**config.mk**
```make
export PLATFORM = sky130hd
export DESIGN_NAME = scbus_seq
export DESIGN_NICKNAME = d
export VERILOG_FILES = /design/src/rtl/scb_pkg.sv /design/src/rtl/scb_regs.sv /design/src/rtl/scb_col.sv /design/src/rtl/scb_modsel.sv /design/src/rtl/scbus_seq.sv
export SDC_FILE = /design/constraint.sdc
export NUM_CORES = 1
export LEC_CHECK = 0
export ABC_AREA = 1
export ABC_CLOCK_PERIOD_IN_PS = 1600
export BUFFER_PORTS_ARGS = -buffer_cell sky130_fd_sc_hd__buf_2
export CAP_MARGIN = 25
export CELL_PAD_IN_SITES_DETAIL_PLACEMENT = 0
export CELL_PAD_IN_SITES_GLOBAL_PLACEMENT = 1
export CORE_ASPECT_RATIO = 0.75
export CORE_MARGIN = 1.5
export CORE_UTILIZATION = 25
export DETAILED_ROUTE_END_ITERATION = 8
export PLACE_DENSITY_LB_ADDON = 0.1
export SLEW_MARGIN = 10
export SYNTH_ARGS = -nofsm -noshare
export SYNTH_HDL_FRONTEND = slang
export SYNTH_SLANG_ARGS = --single-unit
```
**constraint.sdc**
```tcl
create_clock -name clk -period 1.6 [get_ports clk]
set_input_delay 0.32 -clock clk [delete_from_list [all_inputs] [get_ports clk]]
set_output_delay 0.32 -clock clk [all_outputs]
set_load 0.01 [all_outputs]
```
**src/rtl/scb_pkg.sv**
```systemverilog
package scb_pkg;

    localparam int SEL_W    = 3;
    localparam int MAX_COLS = 4;
    localparam int FLD_STEP = 4;

    typedef enum logic [1:0] {
        PH1_EARLY = 2'd0,
        PH1_LATE  = 2'd1,
        PH2_EARLY = 2'd2,
        PH2_LATE  = 2'd3
    } phase_e;

    typedef enum logic [2:0] {
        MOD_OFF   = 3'd0,
        MOD_CMP0  = 3'd1,
        MOD_CMP1  = 3'd2,
        MOD_CMP2  = 3'd3,
        MOD_CMP3  = 3'd4,
        MOD_GLB0  = 3'd5,
        MOD_GLB1  = 3'd6,
        MOD_BCAST = 3'd7
    } mod_src_e;

    typedef struct packed {
        logic             sh_off;
        logic [SEL_W-1:0] alt1_sel;
        logic [SEL_W-1:0] alt0_sel;
    } ctrl_t;

    localparam int CTRL_BITS = $bits(ctrl_t);

    function automatic phase_e next_phase(phase_e p);
        return phase_e'(2'(p) + 2'd1);
    endfunction

    function automatic logic in_phi1(phase_e p);
        return (p == PH1_EARLY) || (p == PH1_LATE);
    endfunction

    function automatic logic in_phi2(phase_e p);
        return (p == PH2_EARLY) || (p == PH2_LATE);
    endfunction

    // Bus connect decision for a given tick: clock-phase override first,
    // then global hold disable, then default late-PHI2 sampling window.
    function automatic logic bus_drive(phase_e p, logic oe, logic cph, logic sh_off);
        if (!oe)    return 1'b0;
        if (cph)    return 1'b1;
        if (sh_off) return in_phi2(p);
        return p == PH2_LATE;
    endfunction

endpackage

```
**src/rtl/scb_regs.sv**
```systemverilog
module scb_regs
    import scb_pkg::*;
#(
    parameter int NUM_COLS = 4,
    parameter int DW       = 16
) (
    input  logic                      clk,
    input  logic                      rst,
    input  logic                      we,
    input  logic                      addr,
    input  logic [DW-1:0]             wdata,
    output ctrl_t                     ctrl,
    output logic [SEL_W*NUM_COLS-1:0] mod_sel,
    output logic [DW-1:0]             rdata
);
    ctrl_t            ctrl_q;
    logic [SEL_W-1:0] mod_q [NUM_COLS];

    always_ff @(posedge clk) begin
        if (rst) begin
            ctrl_q <= '0;
            for (int c = 0; c < NUM_COLS; c++) mod_q[c] <= '0;
        end else if (we) begin
            if (!addr) begin
                ctrl_q <= ctrl_t'(wdata[CTRL_BITS-1:0]);
            end else begin
                for (int c = 0; c < NUM_COLS; c++)
                    mod_q[c] <= wdata[FLD_STEP*c +: SEL_W];
            end
        end
    end

    for (genvar c = 0; c < NUM_COLS; c++) begin : g_flat
        assign mod_sel[SEL_W*c +: SEL_W] = mod_q[c];
    end

    always_comb begin
        rdata = '0;
        if (!addr) begin
            rdata[CTRL_BITS-1:0] = ctrl_q;
        end else begin
            for (int c = 0; c < NUM_COLS; c++)
                rdata[FLD_STEP*c +: SEL_W] = mod_q[c];
        end
    end

    assign ctrl = ctrl_q;

    logic unused_wbits;
    assign unused_wbits = ^wdata;

    // registers move only under a write strobe
    p_no_spurious_write_r11: assert property (@(posedge clk) disable iff (rst)
        !we |=> ($stable(ctrl_q) && $stable(mod_sel)));

endmodule

```
**src/rtl/scb_col.sv**
```systemverilog
module scb_col
    import scb_pkg::*;
(
    input  logic clk,
    input  logic rst,
    input  logic tick,
    input  logic oe,
    input  logic cph,
    input  logic sh_off,
    output logic phi1,
    output logic phi2,
    output logic bus_en
);
    phase_e phase_q;
    logic   en_q;

    always_ff @(posedge clk) begin
        if (rst) begin
            phase_q <= PH1_EARLY;
            en_q    <= 1'b0;
        end else if (tick) begin
            phase_q <= next_phase(phase_q);
            en_q    <= bus_drive(next_phase(phase_q), oe, cph, sh_off);
        end
    end

    assign phi1   = in_phi1(phase_q);
    assign phi2   = in_phi2(phase_q);
    assign bus_en = en_q;

    // one step per tick in fixed order
    p_phase_step_r2: assert property (@(posedge clk) disable iff (rst)
        tick |=> (2'(phase_q) == 2'(2'($past(phase_q)) + 2'd1)));

    // enable frozen between ticks
    p_en_hold_r7: assert property (@(posedge clk) disable iff (rst)
        !tick |=> ($stable(bus_en) && $stable(phi1)));

    // without clock-phase override the bus floats in PHI1
    p_float_phi1_r3: assert property (@(posedge clk) disable iff (rst)
        (tick && !cph) |=> (!phi1 || !bus_en));

    // clock-phase override drives in every tick
    p_cph_full_r4: assert property (@(posedge clk) disable iff (rst)
        (tick && cph && oe) |=> bus_en);

    // hold disable tracks PHI2 exactly
    p_shoff_phi2_r5: assert property (@(posedge clk) disable iff (rst)
        (tick && oe && sh_off && !cph) |=> (bus_en == phi2));

    // disabled output never drives
    p_oe_gate_r6: assert property (@(posedge clk) disable iff (rst)
        (tick && !oe) |=> !bus_en);

endmodule

```
**src/rtl/scb_modsel.sv**
```systemverilog
module scb_modsel
    import scb_pkg::*;
#(
    parameter int NUM_COLS = 4
) (
    input  logic [SEL_W-1:0]    sel,
    input  logic [NUM_COLS-1:0] cmp_bus,
    input  logic [1:0]          glb_bus,
    input  logic                bcast_bus,
    input  logic                sign,
    output logic                eff_sign
);
    logic [MAX_COLS-1:0] cmp_ext;
    logic                pick;

    always_comb begin
        cmp_ext = '0;
        cmp_ext[NUM_COLS-1:0] = cmp_bus;
        case (mod_src_e'(sel))
            MOD_OFF:   pick = 1'b0;
            MOD_CMP0:  pick = cmp_ext[0];
            MOD_CMP1:  pick = cmp_ext[1];
            MOD_CMP2:  pick = cmp_ext[2];
            MOD_CMP3:  pick = cmp_ext[3];
            MOD_GLB0:  pick = glb_bus[0];
            MOD_GLB1:  pick = glb_bus[1];
            MOD_BCAST: pick = bcast_bus;
            default:   pick = 1'b0;
        endcase
        eff_sign = sign ^ pick;
    end

endmodule

```
**src/rtl/scbus_seq.sv**
```systemverilog
module scbus_seq
    import scb_pkg::*;
#(
    parameter int NUM_COLS = 4,
    parameter int DW       = 16
) (
    input  logic                clk,
    input  logic                rst,
    input  logic                reg_we,
    input  logic                reg_addr,
    input  logic [DW-1:0]       reg_wdata,
    output logic [DW-1:0]       reg_rdata,
    input  logic [NUM_COLS-1:0] col_tick,
    input  logic [NUM_COLS-1:0] col_oe,
    input  logic [NUM_COLS-1:0] col_cph,
    input  logic [NUM_COLS-1:0] col_sign,
    input  logic [NUM_COLS-1:0] cmp_bus,
    input  logic [1:0]          glb_bus,
    input  logic                bcast_bus,
    input  logic [7:0]          dblk_clk,
    output logic [NUM_COLS-1:0] phi1,
    output logic [NUM_COLS-1:0] phi2,
    output logic [NUM_COLS-1:0] bus_en,
    output logic [NUM_COLS-1:0] eff_sign,
    output logic [1:0]          alt_clk
);
    ctrl_t                     ctrl;
    logic [SEL_W*NUM_COLS-1:0] mod_sel;

    scb_regs #(.NUM_COLS(NUM_COLS), .DW(DW)) u_regs (
        .clk     (clk),
        .rst     (rst),
        .we      (reg_we),
        .addr    (reg_addr),
        .wdata   (reg_wdata),
        .ctrl    (ctrl),
        .mod_sel (mod_sel),
        .rdata   (reg_rdata)
    );

    for (genvar c = 0; c < NUM_COLS; c++) begin : g_col
        scb_col u_col (
            .clk    (clk),
            .rst    (rst),
            .tick   (col_tick[c]),
            .oe     (col_oe[c]),
            .cph    (col_cph[c]),
            .sh_off (ctrl.sh_off),
            .phi1   (phi1[c]),
            .phi2   (phi2[c]),
            .bus_en (bus_en[c])
        );

        scb_modsel #(.NUM_COLS(NUM_COLS)) u_mod (
            .sel       (mod_sel[SEL_W*c +: SEL_W]),
            .cmp_bus   (cmp_bus),
            .glb_bus   (glb_bus),
            .bcast_bus (bcast_bus),
            .sign      (col_sign[c]),
            .eff_sign  (eff_sign[c])
        );
    end

    assign alt_clk[0] = dblk_clk[ctrl.alt0_sel];
    assign alt_clk[1] = dblk_clk[ctrl.alt1_sel];

endmodule

```
# Word level (Yosys, flattened, before mapping)
# Memories as Yosys holds them, arrays and structs flattened.
# Index checks and enable logic that the tools add are counted.
# Widths: inputs -> output; s select.
[totals] reg_bits=19 ram_bits=12 in_bits=51 output_inout_bits=34 memories=1
[memory_table] name="u_regs.mod_q" words=4 word_bits=3 rd=4 rd_clocked_by_memory_dff=0 write_ports=4 line="scb_regs.sv:17" rtl="logic [SEL_W-1:0] mod_q [NUM_COLS];"
[op_classes] eq_ne=48 n_reduce_logical=21 muxes=92 magnitude_cmp=2 n_addsub=4 bitwise=9
[ops] op="$mux 1" n=78
[ops] op="$eq 3x3->1 const B" n=16
[ops] op="$eq 2x2->1 const B" n=16
[ops] op="$pmux 1 s8" n=4
[ops] op="$eq 3x2->1 const B" n=8
[ops] op="$mux 3" n=8
[ops] op="$eq 3x1->1 const B" n=4
[ops] op="$logic_not 3->1" n=4
[ops] op="$logic_or 1x1->1" n=12
[ops] op="$add 2x1->2 const B" n=4
[ops] op="$eq 2x1->1 const B" n=4
[ops] op="$logic_not 2->1" n=4
[ops] op="$lt 3x4->1 const B" n=2
[ops] op="$bmux 1 s3" n=2
[ops] op="$or 1x1->1" n=4
[ops] op="$xor 1x1->1" n=4
[ops] op="$reduce_and 2->1" n=1
[ops] op="$not 1->1" n=1

# Longest topological paths before layout
[logic_depth] depth_word=13 depth_mapped=9 mapped_depth_nobuf=8

# By module
# From an unflattened synthesis, not the netlist that was laid out.
[unflattened] hier_cells=367 hier_area_um2=2438.6
[by_module_without_submodules] mod="scb_regs" instances=1 cells_per_inst=119 area_per_inst_um2=992.2
[by_module_without_submodules] mod="scb_col" instances=4 cells_per_inst=24 area_per_inst_um2=191.4
[by_module_without_submodules] mod="scb_modsel" instances=4 cells_per_inst=26 area_per_inst_um2=122.6
[by_module_without_submodules] mod="scbus_seq" instances=1 cells_per_inst=48 area_per_inst_um2=190.2

# Worst setup path after synthesis
# OpenSTA, ideal clock, no wires.
[synth_timing] path_kind="register to output" from="reg g_col[0].u_col.phase_q[0]" to="out phi2[0]" stages_incl_launch_ff=5 arrival_time_ps=1045 path_buffers=1 setup_slack_ps=235 path_cell_list="dfxtp_1 -> inv_1 -> ha_1 -> or2_2 -> buf_4"
[synth_between] elab_chain_len=2 elab_cells_between_ends=3
[synth_lines] item="start, declared" line="scb_col.sv:14" rtl="phase_e phase_q;"
[synth_lines] item="start signal, assigned" line="scb_col.sv:22" rtl="phase_q <= next_phase(phase_q);"
[synth_lines] item="$eq 2x2->1" line="scb_pkg.sv:42" rtl="return (p == PH2_EARLY) || (p == PH2_LATE);"
[synth_lines] item="$logic_or 1x1->1 (*)" line="scb_pkg.sv:42"
[synth_lines] item="end, declared" line="scbus_seq.sv:22" rtl="output logic [NUM_COLS-1:0] phi2,"
# Every way passes the cells marked *; elsewhere a longest branch is shown, timed or not.

==> results.tsv <==
stage	metric	value	unit
timing	rsz0062_at_grt	yes	
clock_network	cts_hold_buffers	0	
power	sequentialPowerShare	0.385	
synthesis	netlist_area	2210	um^2
power	intPower	1.77	mW
synthesis	seq_area_frac_synth	0.335	
clock_network	clock_sinks	31	
synthesis	synth_compound_area_frac	0.125	
global_route	grt_max_degree	23	
global_route	met3_usage	0.0419	
floorplanning	coreArea	8530	um^2
critical_path	startpoint	u_regs.mod_q[1][1]	
placed_design	io_buffer_count	78	
detailed_routing	wl_per_cell	11.6	um
final_layout	seq_area	764	um^2
final_layout	syn2layout_area_growth	32.2	%
clock_network	cts_tree	yes	
power	p_sw	0.739	mW
critical_path	r2r_end	g_col[0].u_col.bus_en	
critical_path	cp-end-kind	output pin	
synthesis	synth_top_family_by_area	simple AND/OR/NAND/NOR gates	
detailed_routing	routed_wl	5800	um
synthesis	synthMuxAreaShare	0	
global_route	grt_overflow	0	
critical_path	reg2reg_slack	0.42	ns
synthesis	ys_seq_elements	31	
global_route	met1_usage	0.172	
floorplanning	rows	29	
clock_network	clk-insertion-delay-late	0.27	ns
global_route	antenna_found_initial	0	
final_layout	fin_util	0.343	
synthesis	ys_types	20	
min_path	hold_path_class	input port to flip-flop	
final_layout	multiInputGateArea	1170	um^2
power	ir_drop	0.000375	V
final_layout	final_layout_size_suffix_gt1_frac	0.359	
timing	finalCritPeriodShare	1.06	
placed_design	post-place-ws	0.146	ns
detailed_routing	drtIter0Drc	72	
detailed_routing	postRouteAntennaNets	0	
timing	hold_viol	0	
critical_path	startpoint_type	flip-flop	
detailed_routing	num_vias	2097	
critical_path	arrival	1.37	ns
timing	final_max_slew_viol_count	0	
global_route	grt_pass1_vias	2023	
global_route	grt_use_total	0.128	
critical_path	crit_fanout	6	
detailed_routing	drc	0	
critical_path	ff2ff_path_depth	6	
clock_network	cts_buffer_depth	2	
synthesis	yosys.area_share.simple	0.262	
clock_network	clkTransAtPathRegs	0.05	ns
floorplanning	pin_count	85	
global_route	grt_use_met2	0.197	
floorplanning	dieWidth	112	um
final_layout	final_nets	456	
power	powerDensity	858	nW/um^2
timing	worst_clock_skew	0.00521	ns
detailed_routing	drt-vias-per-instance	4.21	
detailed_routing	drt_first_pass_iters	4	
synthesis	synth_xor_xnor_area_share	0.0119	
clock_network	htreeDepth	2	
flow_run	maxCapViolCount	0	
critical_path	crit_end	eff_sign[1]	
timing	fin_crit	1.69	ns
floorplanning	start_util	0.259	
placed_design	place_hpwl	4540	um
power	swShare	0.294	
global_route	grt-busiest-layer	met2	
placed_design	gp_congestion	0.781	
critical_path	cp_data_required_time	1.28	ns
timing	report.final.setup_viol	4	
floorplanning	die_h	84.4	um
synthesis	syn_inst	319	
power	comb_power_share	0.251	
synthesis	synthAdderAreaFrac	0.0905	
synthesis	yosys_warnings	0	
synthesis	syn_avg_cell_area	6.93	um^2
timing	post-route-worst-setup-slack	-0.0949	ns
run_status	outcome	finished, violations left	
run_status	violations	setup timing	
critical_path	crit_type	flip-flop to output pin	
power	power_frac_clock	0.365	
critical_path	reg2reg_from	g_col[0].u_col.phase_q[0]	
timing	fmax	590	MHz
power	leakagePower	1.52	nW
final_layout	fill_cells	971	
global_route	grt_pass1_wl	9560	um
clock_network	numCtsBuffers	5	
floorplanning	die_area	9420	um^2
final_layout	antenna_cells	0	
clock_network	clock-root-buffer	clkbuf_16	
state kept, by name (all words and copies together), names as in the netlist:
name / cells
g_col.u_col.phase_q: 8
u_regs.mod_q: 12
u_regs.ctrl: 7
g_col.u_col.bus_en: 4
placed cells by master (no fill, tap or decap), types with 8 or more instances in the layout:
cell	count
a21oi_1	16
buf_2	70
buf_6	8
dfxtp_2	10
edfxtp_1	12
ha_1	13
inv_1	42
inv_2	13
nand2_1	71
nand3_1	14
nor2_1	26
o21ai_0	25
o21ai_1	10
worst max-delay path: stages (launching register included):
cell and delay, ns:
edfxtp_1 0.47, inv_2 0.11, nand2_2 0.05, nand3_2 0.06
nand3b_1 0.10, nand2_1 0.08, nand2_1 0.04, nand2_1 0.06
buf_2 0.12
how the worst min path moves through the flow:
stage / from / end / cells after the start
floorplan: rst / g_col[0].u_col.phase_q[0] / 1
global placement: u_regs.ctrl[5] / u_regs.ctrl[5] / 2
detailed placement: u_regs.ctrl[5] / u_regs.ctrl[5] / 2
CTS: col_tick[3] / g_col[3].u_col.bus_en / 2
global route: col_tick[3] / g_col[3].u_col.bus_en / 2
finish: col_tick[3] / g_col[3].u_col.bus_en / 2
power by group through the flow:
stage	registers [mW]	logic, mW	clock network [mW]
floorplan	0.949	0.403	0
global placement	0.968	0.551	0
detailed placement	0.970	0.552	0
CTS	0.960	0.627	0.938
global route	0.977	0.716	0.964
finish	0.965	0.629	0.915
cells in the mapped netlist, drive strengths merged:
library cell,n,area share
ha,16,0.091
dfxtp,19,0.17
nor2,26,0.044
inv,55,0.093
o21ai,35,0.079
edfxtp,12,0.16
nand2,73,0.13
conb,1,0.0017
a21oi,20,0.045
or2,8,0.023
xnor2,3,0.012
nand3b,6,0.020
buf,24,0.081
nand3,21,0.050
cell families after synthesis:
family / after synthesis
AND/OR/NAND/NOR: 134
buffers and inverters: 79
AO/OA/AOI/OAI: 55
flip-flops: 31
adder cells (fa/ha/maj): 16
XOR/XNOR: 3
other: 1
what timing repair did:
item                                   in CTS  in global routing
resized for setup                          39                 20
setup buffers                               4                  0
endpoints found under the hold margin       0                  0
pin swaps                                   2                  3
setup endpoints to repair                  13                 11
through the flow:
step	TNS (ns)	cell area, um^2	hold WS [ns]	std cells	power, mW
final	-0.352	2920	0.254	498	2.51
after floorplan	0	2220	0.392	321	1.35
after global routing	-0.859	2920	0.292	498	2.66
after global placement	0	2600	0.476	486	1.52
after CTS	-0.402	2870	0.251	498	2.53
after detailed placement	0	2600	0.484	486	1.52
per-layer routing:
layer	wire [um]	up-vias
met4	51	0
met3	351	4
met2	2430	43
met1	2970	929
li1	-	1121
met5	0	-
final cells by class:
| type | instances | area share |
|---|---|---|
| well taps | 108 | 0.0462 |
| flip-flops and latches | 31 | 0.262 |
| multi-input cells | 211 | 0.402 |
| inverters | 55 | 0.0706 |
| repair buffers | 85 | 0.173 |
| clock buffers | 8 | 0.0467 |
Power figures use the tool's default switching activity.
